--- config.mk ---
export PLATFORM = sky130hd
export DESIGN_NAME = i2c_mbox_master
export DESIGN_NICKNAME = d
export VERILOG_FILES = /design/src/rtl/i2c_mbox_pkg.sv /design/src/rtl/i2c_mbox_dp.sv /design/src/rtl/i2c_mbox_ctrl.sv /design/src/rtl/i2c_mbox_master.sv
export SDC_FILE = /design/constraint.sdc
export NUM_CORES = 1
export LEC_CHECK = 0
export ABC_CLOCK_PERIOD_IN_PS = 3200
export CAP_MARGIN = 25
export CORE_MARGIN = 2
export CORE_UTILIZATION = 40
export DETAILED_ROUTE_END_ITERATION = 8
export PLACE_DENSITY = 0.67
export SLEW_MARGIN = 20
export SYNTH_ARGS = -nofsm -noshare
export SYNTH_HDL_FRONTEND = slang
export SYNTH_SLANG_ARGS = --single-unit
--- constraint.sdc ---
create_clock -name clk -period 3.2 [get_ports clk]
set_input_delay 0.32 -clock clk [delete_from_list [all_inputs] [get_ports clk]]
set_output_delay 0.32 -clock clk [all_outputs]
set_load 0.02 [all_outputs]
--- src/rtl/i2c_mbox_pkg.sv ---
`timescale 1ns/1ps
package i2c_mbox_pkg;

  localparam int REG_TX   = 0;
  localparam int REG_CMD  = 1;
  localparam int REG_STAT = 2;

  localparam int CMD_WR_BIT   = 10;
  localparam int CMD_TWO_BIT  = 11;
  localparam int CMD_HOLD_BIT = 13;
  localparam logic [1:0] MODE_NATIVE = 2'b10;

  typedef struct packed {
    logic loadAddr;
    logic loadData;
    logic dataSel;
    logic shift;
    logic storeRx;
    logic setTx;
    logic setRx;
    logic setErr;
  } mbox_stb_t;

  typedef enum logic [2:0] {
    S_IDLE, S_START, S_BIT, S_ACK, S_STOP, S_HELD
  } eng_state_t;

endpackage

--- src/rtl/i2c_mbox_dp.sv ---
`timescale 1ns/1ps
module i2c_mbox_dp
  import i2c_mbox_pkg::*;
#(
  parameter int CLK_DIV = 4
) (
  input  logic        clk,
  input  logic        rstN,
  input  logic        regWe,
  input  logic [1:0]  regSel,
  input  logic [15:0] regWdata,
  input  logic        busy,
  input  mbox_stb_t   stb,
  input  logic        sdaIn,
  output logic        cmdGo,
  output logic [9:0]  cmdFields,
  output logic        shMsb,
  output logic        tick,
  output logic [2:0]  evBits,
  output logic [15:0] rxWord
);

  localparam int CW = $clog2(CLK_DIV + 1);

  logic [CW-1:0] divCnt;
  logic [15:0]   txReg;
  logic [7:0]    shReg;
  logic [2:0]    setVec;
  logic [2:0]    clrVec;

  assign tick  = (divCnt == CW'(CLK_DIV - 1));
  assign cmdGo = regWe && (regSel == 2'(REG_CMD)) && !busy &&
                 (regWdata[15:14] == MODE_NATIVE);
  assign shMsb = shReg[7];

  assign setVec = {stb.setRx, stb.setTx, stb.setErr};
  assign clrVec = (regWe && regSel == 2'(REG_STAT)) ? regWdata[15:13] : 3'b000;

  always_ff @(posedge clk or negedge rstN) begin
    if (!rstN) divCnt <= '0;
    else if (tick) divCnt <= '0;
    else divCnt <= divCnt + 1'b1;
  end

  always_ff @(posedge clk or negedge rstN) begin
    if (!rstN) begin
      txReg     <= '0;
      cmdFields <= '0;
    end else begin
      if (regWe && regSel == 2'(REG_TX)) txReg <= regWdata;
      if (cmdGo)
        cmdFields <= {regWdata[CMD_HOLD_BIT], regWdata[CMD_TWO_BIT],
                      regWdata[CMD_WR_BIT], regWdata[7:1]};
    end
  end

  always_ff @(posedge clk or negedge rstN) begin
    if (!rstN) shReg <= '0;
    else if (stb.loadAddr) shReg <= {cmdFields[6:0], ~cmdFields[7]};
    else if (stb.loadData) shReg <= stb.dataSel ? txReg[15:8] : txReg[7:0];
    else if (stb.shift) shReg <= {shReg[6:0], sdaIn};
  end

  always_ff @(posedge clk or negedge rstN) begin
    if (!rstN) rxWord <= '0;
    else if (stb.storeRx) begin
      if (stb.dataSel) rxWord[15:8] <= shReg;
      else rxWord[7:0] <= shReg;
    end
  end

  always_ff @(posedge clk or negedge rstN) begin
    if (!rstN) evBits <= '0;
    else evBits <= (evBits & ~clrVec) | setVec;
  end

endmodule

--- src/rtl/i2c_mbox_ctrl.sv ---
`timescale 1ns/1ps
module i2c_mbox_ctrl
  import i2c_mbox_pkg::*;
(
  input  logic      clk,
  input  logic      rstN,
  input  logic      tick,
  input  logic      cmdGo,
  input  logic      cmdWrite,
  input  logic      cmdTwo,
  input  logic      cmdHold,
  input  logic      shMsb,
  input  logic      sclIn,
  input  logic      sdaIn,
  output mbox_stb_t stb,
  output logic      busy,
  output logic      sclOe,
  output logic      sdaOe
);

  eng_state_t state;
  logic [1:0] q;
  logic [2:0] bitCnt;
  logic [1:0] byteIdx;
  logic       failed;

  logic lastByte, reading, running, stall, advance;

  assign lastByte = (byteIdx == (cmdTwo ? 2'd2 : 2'd1));
  assign reading  = (byteIdx != 2'd0) && !cmdWrite;
  assign running  = (state == S_START) || (state == S_BIT) ||
                    (state == S_ACK) || (state == S_STOP);
  assign stall    = running && (q == 2'd2) && !sclIn;
  assign advance  = tick && running && !stall;
  assign busy     = running;

  always_comb begin
    stb = '0;
    if (advance) begin
      unique case (state)
        S_START: if (q == 2'd3) stb.loadAddr = 1'b1;
        S_BIT:   if (q == 2'd2) stb.shift = 1'b1;
        S_ACK: begin
          if (q == 2'd2 && reading) begin
            stb.storeRx = 1'b1;
            stb.dataSel = (byteIdx == 2'd2);
          end
          if (q == 2'd3 && !failed) begin
            if (!lastByte && cmdWrite) begin
              stb.loadData = 1'b1;
              stb.dataSel  = (byteIdx == 2'd1);
            end
            if (lastByte && cmdHold) begin
              stb.setTx = cmdWrite;
              stb.setRx = !cmdWrite;
            end
          end
        end
        S_STOP: if (q == 2'd3) begin
          stb.setErr = failed;
          stb.setTx  = !failed && cmdWrite;
          stb.setRx  = !failed && !cmdWrite;
        end
        default: ;
      endcase
    end
  end

  always_ff @(posedge clk or negedge rstN) begin
    if (!rstN) begin
      state   <= S_IDLE;
      q       <= '0;
      bitCnt  <= '0;
      byteIdx <= '0;
      failed  <= 1'b0;
      sclOe   <= 1'b0;
      sdaOe   <= 1'b0;
    end else begin
      unique case (state)
        S_IDLE: begin
          sclOe <= 1'b0;
          sdaOe <= 1'b0;
          if (cmdGo) begin
            state  <= S_START;
            q      <= '0;
            failed <= 1'b0;
          end
        end
        S_HELD: begin
          if (cmdGo) begin
            state  <= S_START;
            q      <= '0;
            failed <= 1'b0;
          end else if (tick) sdaOe <= 1'b0;
        end
        default: if (advance) begin
          q <= q + 2'd1;
          unique case (state)
            S_START: unique case (q)
              2'd0: sdaOe <= 1'b0;
              2'd1: sclOe <= 1'b0;
              2'd2: sdaOe <= 1'b1;
              default: begin
                sclOe   <= 1'b1;
                state   <= S_BIT;
                bitCnt  <= 3'd7;
                byteIdx <= 2'd0;
              end
            endcase
            S_BIT: unique case (q)
              2'd0: sdaOe <= reading ? 1'b0 : ~shMsb;
              2'd1: sclOe <= 1'b0;
              2'd2: ;
              default: begin
                sclOe <= 1'b1;
                if (bitCnt == 3'd0) state <= S_ACK;
                else bitCnt <= bitCnt - 3'd1;
              end
            endcase
            S_ACK: unique case (q)
              2'd0: sdaOe <= reading && !(lastByte && !cmdHold);
              2'd1: sclOe <= 1'b0;
              2'd2: if (!reading && sdaIn) failed <= 1'b1;
              default: begin
                sclOe <= 1'b1;
                if (failed) state <= S_STOP;
                else if (lastByte) state <= cmdHold ? S_HELD : S_STOP;
                else begin
                  byteIdx <= byteIdx + 2'd1;
                  bitCnt  <= 3'd7;
                  state   <= S_BIT;
                end
              end
            endcase
            default: unique case (q)
              2'd0: begin
                sclOe <= 1'b1;
                sdaOe <= 1'b1;
              end
              2'd1: sclOe <= 1'b0;
              2'd2: sdaOe <= 1'b0;
              default: state <= S_IDLE;
            endcase
          endcase
        end
      endcase
    end
  end

endmodule

--- src/rtl/i2c_mbox_master.sv ---
`timescale 1ns/1ps
module i2c_mbox_master
  import i2c_mbox_pkg::*;
#(
  parameter int CLK_DIV = 4
) (
  input  logic        clk,
  input  logic        rstN,
  input  logic        regWe,
  input  logic [1:0]  regSel,
  input  logic [15:0] regWdata,
  output logic [15:0] statusWord,
  output logic [15:0] rxWord,
  input  logic        sclIn,
  input  logic        sdaIn,
  output logic        sclOe,
  output logic        sdaOe
);

  mbox_stb_t  stb;
  logic       cmdGo;
  logic [9:0] cmdFields;
  logic       shMsb;
  logic       tick;
  logic       busy;
  logic [2:0] evBits;

  assign statusWord = {evBits, 12'd0, busy};

  i2c_mbox_dp #(.CLK_DIV(CLK_DIV)) u_dp (
    .clk(clk), .rstN(rstN), .regWe(regWe), .regSel(regSel),
    .regWdata(regWdata), .busy(busy), .stb(stb), .sdaIn(sdaIn),
    .cmdGo(cmdGo), .cmdFields(cmdFields), .shMsb(shMsb), .tick(tick),
    .evBits(evBits), .rxWord(rxWord)
  );

  i2c_mbox_ctrl u_ctrl (
    .clk(clk), .rstN(rstN), .tick(tick), .cmdGo(cmdGo),
    .cmdWrite(cmdFields[7]), .cmdTwo(cmdFields[8]), .cmdHold(cmdFields[9]),
    .shMsb(shMsb), .sclIn(sclIn), .sdaIn(sdaIn), .stb(stb), .busy(busy),
    .sclOe(sclOe), .sdaOe(sdaOe)
  );

endmodule

==> summary.txt <==
Layout
  – Most frequent cells in the layout: dfrtp_1, mux2_2, clkdlybuf4s50_1
  – Register Area: 1730 um^2
  – Area grow syn2layout: 19.2%
  – N_diodes: 0
  – Layout cells sized above 1: 22.1%
  – Footprint of the multi-input gates: about 1800 um^2
  – Fillers: approximately 800
  – Post-route cell area: 4380 um^2
  – Most common cell after layout, fill and taps aside: dfrtp_1
  – Layout Nets: 409

Route
  – Pre-antenna DRT Iters: 4
  – Via count: 2,655
  – Residual DRC count: 0
  – WL final: 7610 um
  – Wire per inst: 15.6 um
  – Vias per inst: 5.44
  – DRT iter0 DRCs: about 220
  – ANT nets after route: 0

Timing
  – RSZ-0062 raised after global routing: false
  – Worst Max-Slew Pin Slew: between 600 and 700 ps
  – Setup TNS: 0 ps
  – Final setup violation count: 0
  – Clk_skew: 12.2 ps
  – Max Clock Freq: 369 MHz
  – Final Max Slew Viols: 0
  – Final Cycle Share: 84.7%
  – Fin crit period: between 2000 and 3000 ps
  – Hold Violations, Final: 0
  – Smallest hold slack: 437 ps
  – Slew HR: 57.2%

Worst setup path
  – Worst r2r src: u_ctrl.state[0]$_DFFE_PN0P_
  – Reg2Reg Depth: 4
  – CP Launch Type: register
  – CP Max Fanout: 18
  – CP endpoint kind: primary output
  – Critical Path AT: 2390 ps
  – Reg2Reg Capture Point: u_dp.cmdFields[6]$_DFFE_PN0P_
  – WP data required: 2880 ps
  – Register-to-register setup slack: roughly 800 ps
  – Crit Path Category: register to primary output

Floorplan
  – CORE AREA: 8810 um^2
  – I/O pins: 57
  – Initial Util: 41.8%
  – Die Width: roughly 100 um
  – Row count: 34
  – Die area: 9980 um^2
  – Die Y: 99.9 um

Synthesis
  – Number of synthesized flops with an enable pin: 0
  – Synth Area in Simple Gates: 15.2%
  – Mapped Cells: approximately 330
  – Ys flop type: dfrtp_1
  – Mean Syn Cell Area: around 11 um^2
  – Async SR Flop Fraction: 100%
  – Largest family of logic cells by synthesized area: simple AND/OR/NAND/NOR gates
  – Yosys reg bits: just under 70
  – Synth cell types: 54
  – Xor/xnor share of the synthesized area: 0.476%
  – Synth Warn #: 0
  – Mux share of post-synthesis cell area: 14.7%
  – Adder-Cell Fraction of Synth Area: under 10%
  – Netlist Area Pre-Place: 3680 um^2
  – Sequential area share after synthesis: ~47%
  – Complex-gate fraction of the synthesized area: about 13%

Run status
  – Status: complete, no violations

Power
  – Worst vdd ir: 0.259 mV
  – Total power: 0.00292 W
  – Power per Cell Area: 667 nW/um^2
  – Leakage: 1.90 nW

Worst hold path
  – Hold path endpoint: u_dp.divCnt[0]$_DFF_PN0_
  – Worst Hold Depth: 1
  – Hold Crit Start: u_dp.divCnt[0]$_DFF_PN0_
  – Hold Path Class: register to register

Global route
  – Vias in the first global route: 2,535
  – Total grt overflow: 0
  – Largest net degree at the start of global routing: 33
  – Global-route wire length before repair: 12,800 um
  – Tot GR Track Use: 16.5%
  – Initial antenna violation count: 0

Clock network
  – Post-CTS sizing: 0
  – Clock slew at reported path FFs: 80 ps
  – CTS sink count: 69
  – CTS tree: done
  – Post-CTS Setup Bufs: 0
  – TritonCTS Buffers: 9
  – Post-CTS Hold Fix Bufs: 1
  – Clk Latency, worst-skew pair: about 350 ps
  – H-tree depth: 3
  – Clk Tree Root Cell: clkbuf_8
  – Clock Tree Buf Depth: 2

Job
  – Max_cap viols: 0

Place
  – Routability Congestion: approximately 0.87
  – Post-DP Area: 4140 um^2
  – Hpwl dp: 5560 um
  – # port buffers: 44
-- worst max-delay path by stage --
stage                           startpoint                             to
2_1_floorplan      u_ctrl.q[0]$_DFFE_PN0P_       u_ctrl.sdaOe$_DFFE_PN0P_
6_report       u_ctrl.state[0]$_DFFE_PN0P_                  statusWord[0]
5_1_grt        u_ctrl.state[0]$_DFFE_PN0P_                  statusWord[0]
3_5_place_dp   u_ctrl.state[0]$_DFFE_PN0P_  u_dp.cmdFields[6]$_DFFE_PN0P_
3_3_place_gp   u_ctrl.state[0]$_DFFE_PN0P_  u_dp.cmdFields[3]$_DFFE_PN0P_
4_1_cts        u_ctrl.state[0]$_DFFE_PN0P_                  statusWord[0]
-- Yosys cell counts (all sizes together) (3+ instances only) --
master  number  area share [%]
buf         21             4.0
nor2b        3            0.71
nor3         7             1.1
nand2b       5             1.3
a22o         5             1.2
a21boi       8             1.6
and3         8             1.4
nor3b        3            0.88
nand2       15             1.5
mux2        48              15
dfrtp       69              47
inv         14             1.4
a22oi        9             1.8
clkbuf       7            0.71
o21ai       19             2.6
o41ai        3            0.71
or3          3            0.65
a31oi       10             1.7
ha          11             3.7
nor2        25             2.6
nand3        7            0.95
nand4        3            0.51
a21oi        4            0.85
-- layout make-up --
type | count | share of cell area, %
Clock buffer | 9 | 2.83
Clock inverter | 7 | 2.37
Sequential cell | 69 | 39.4
Inverter | 14 | 1.20
Multi-Input combinational cell | 232 | 40.3
Tap cell | 108 | 3.08
Timing Repair Buffer | 49 | 10.9
-- critical path, cell delays in order (launching register included) --
cell	delay [ps]
dfrtp_1	760
nor2_1	200
xnor2_1	390
clkdlybuf4s50_1	680
-- layer usage --
metal / track usage (%) / vias to the layer above / share of wire [%]
met5: 0 / - / 0
met4: 9.17 / 0 / 3.0
met3: 2.65 / 18 / 4.0
met2: 24.2 / 82 / 45
met1: 23.3 / 1289 / 48
li1: - / 1266 / -
-- kinds of logic after synthesis --
logic type | after synthesis
other | 1
buffers and inverters | 42
xor gates and xnor gates | 2
AOI/OAI and AO/OA | 67
adders and majority gates | 11
and+or+nand+nor | 92
muxes | 48
DFF | 69
-- registers in the layout (all words and copies together) (netlist names) --
register        cells
u_dp.evBits         3
u_dp.rxWord        16
u_ctrl.q            2
u_ctrl.failed       1
u_ctrl.sclOe        1
u_dp.divCnt         3
u_dp.cmdFields     10
u_ctrl.sdaOe        1
u_ctrl.byteIdx      2
u_dp.txReg         16
u_dp.shReg          8
u_ctrl.bitCnt       3
u_ctrl.state        3
-- where the power goes --
group	switching (W)	total, W	internal (W)
Sequential	0.000209	0.00128	0.00107
Clock	0.000366	0.000818	0.000451
Combinational	0.000422	0.000824	0.000402
Total	0.000998	0.00292	0.00192
-- per-stage QoR --
stage	cells	util (%)	setup slack [ps]
floorplan	343	-	1150
global placement	471	47.1	862
detailed placement	471	47.1	853
CTS	488	49.8	528
global route	488	49.8	406
finish	488	49.8	490
No activity file was read; power rests on OpenSTA's default activity.
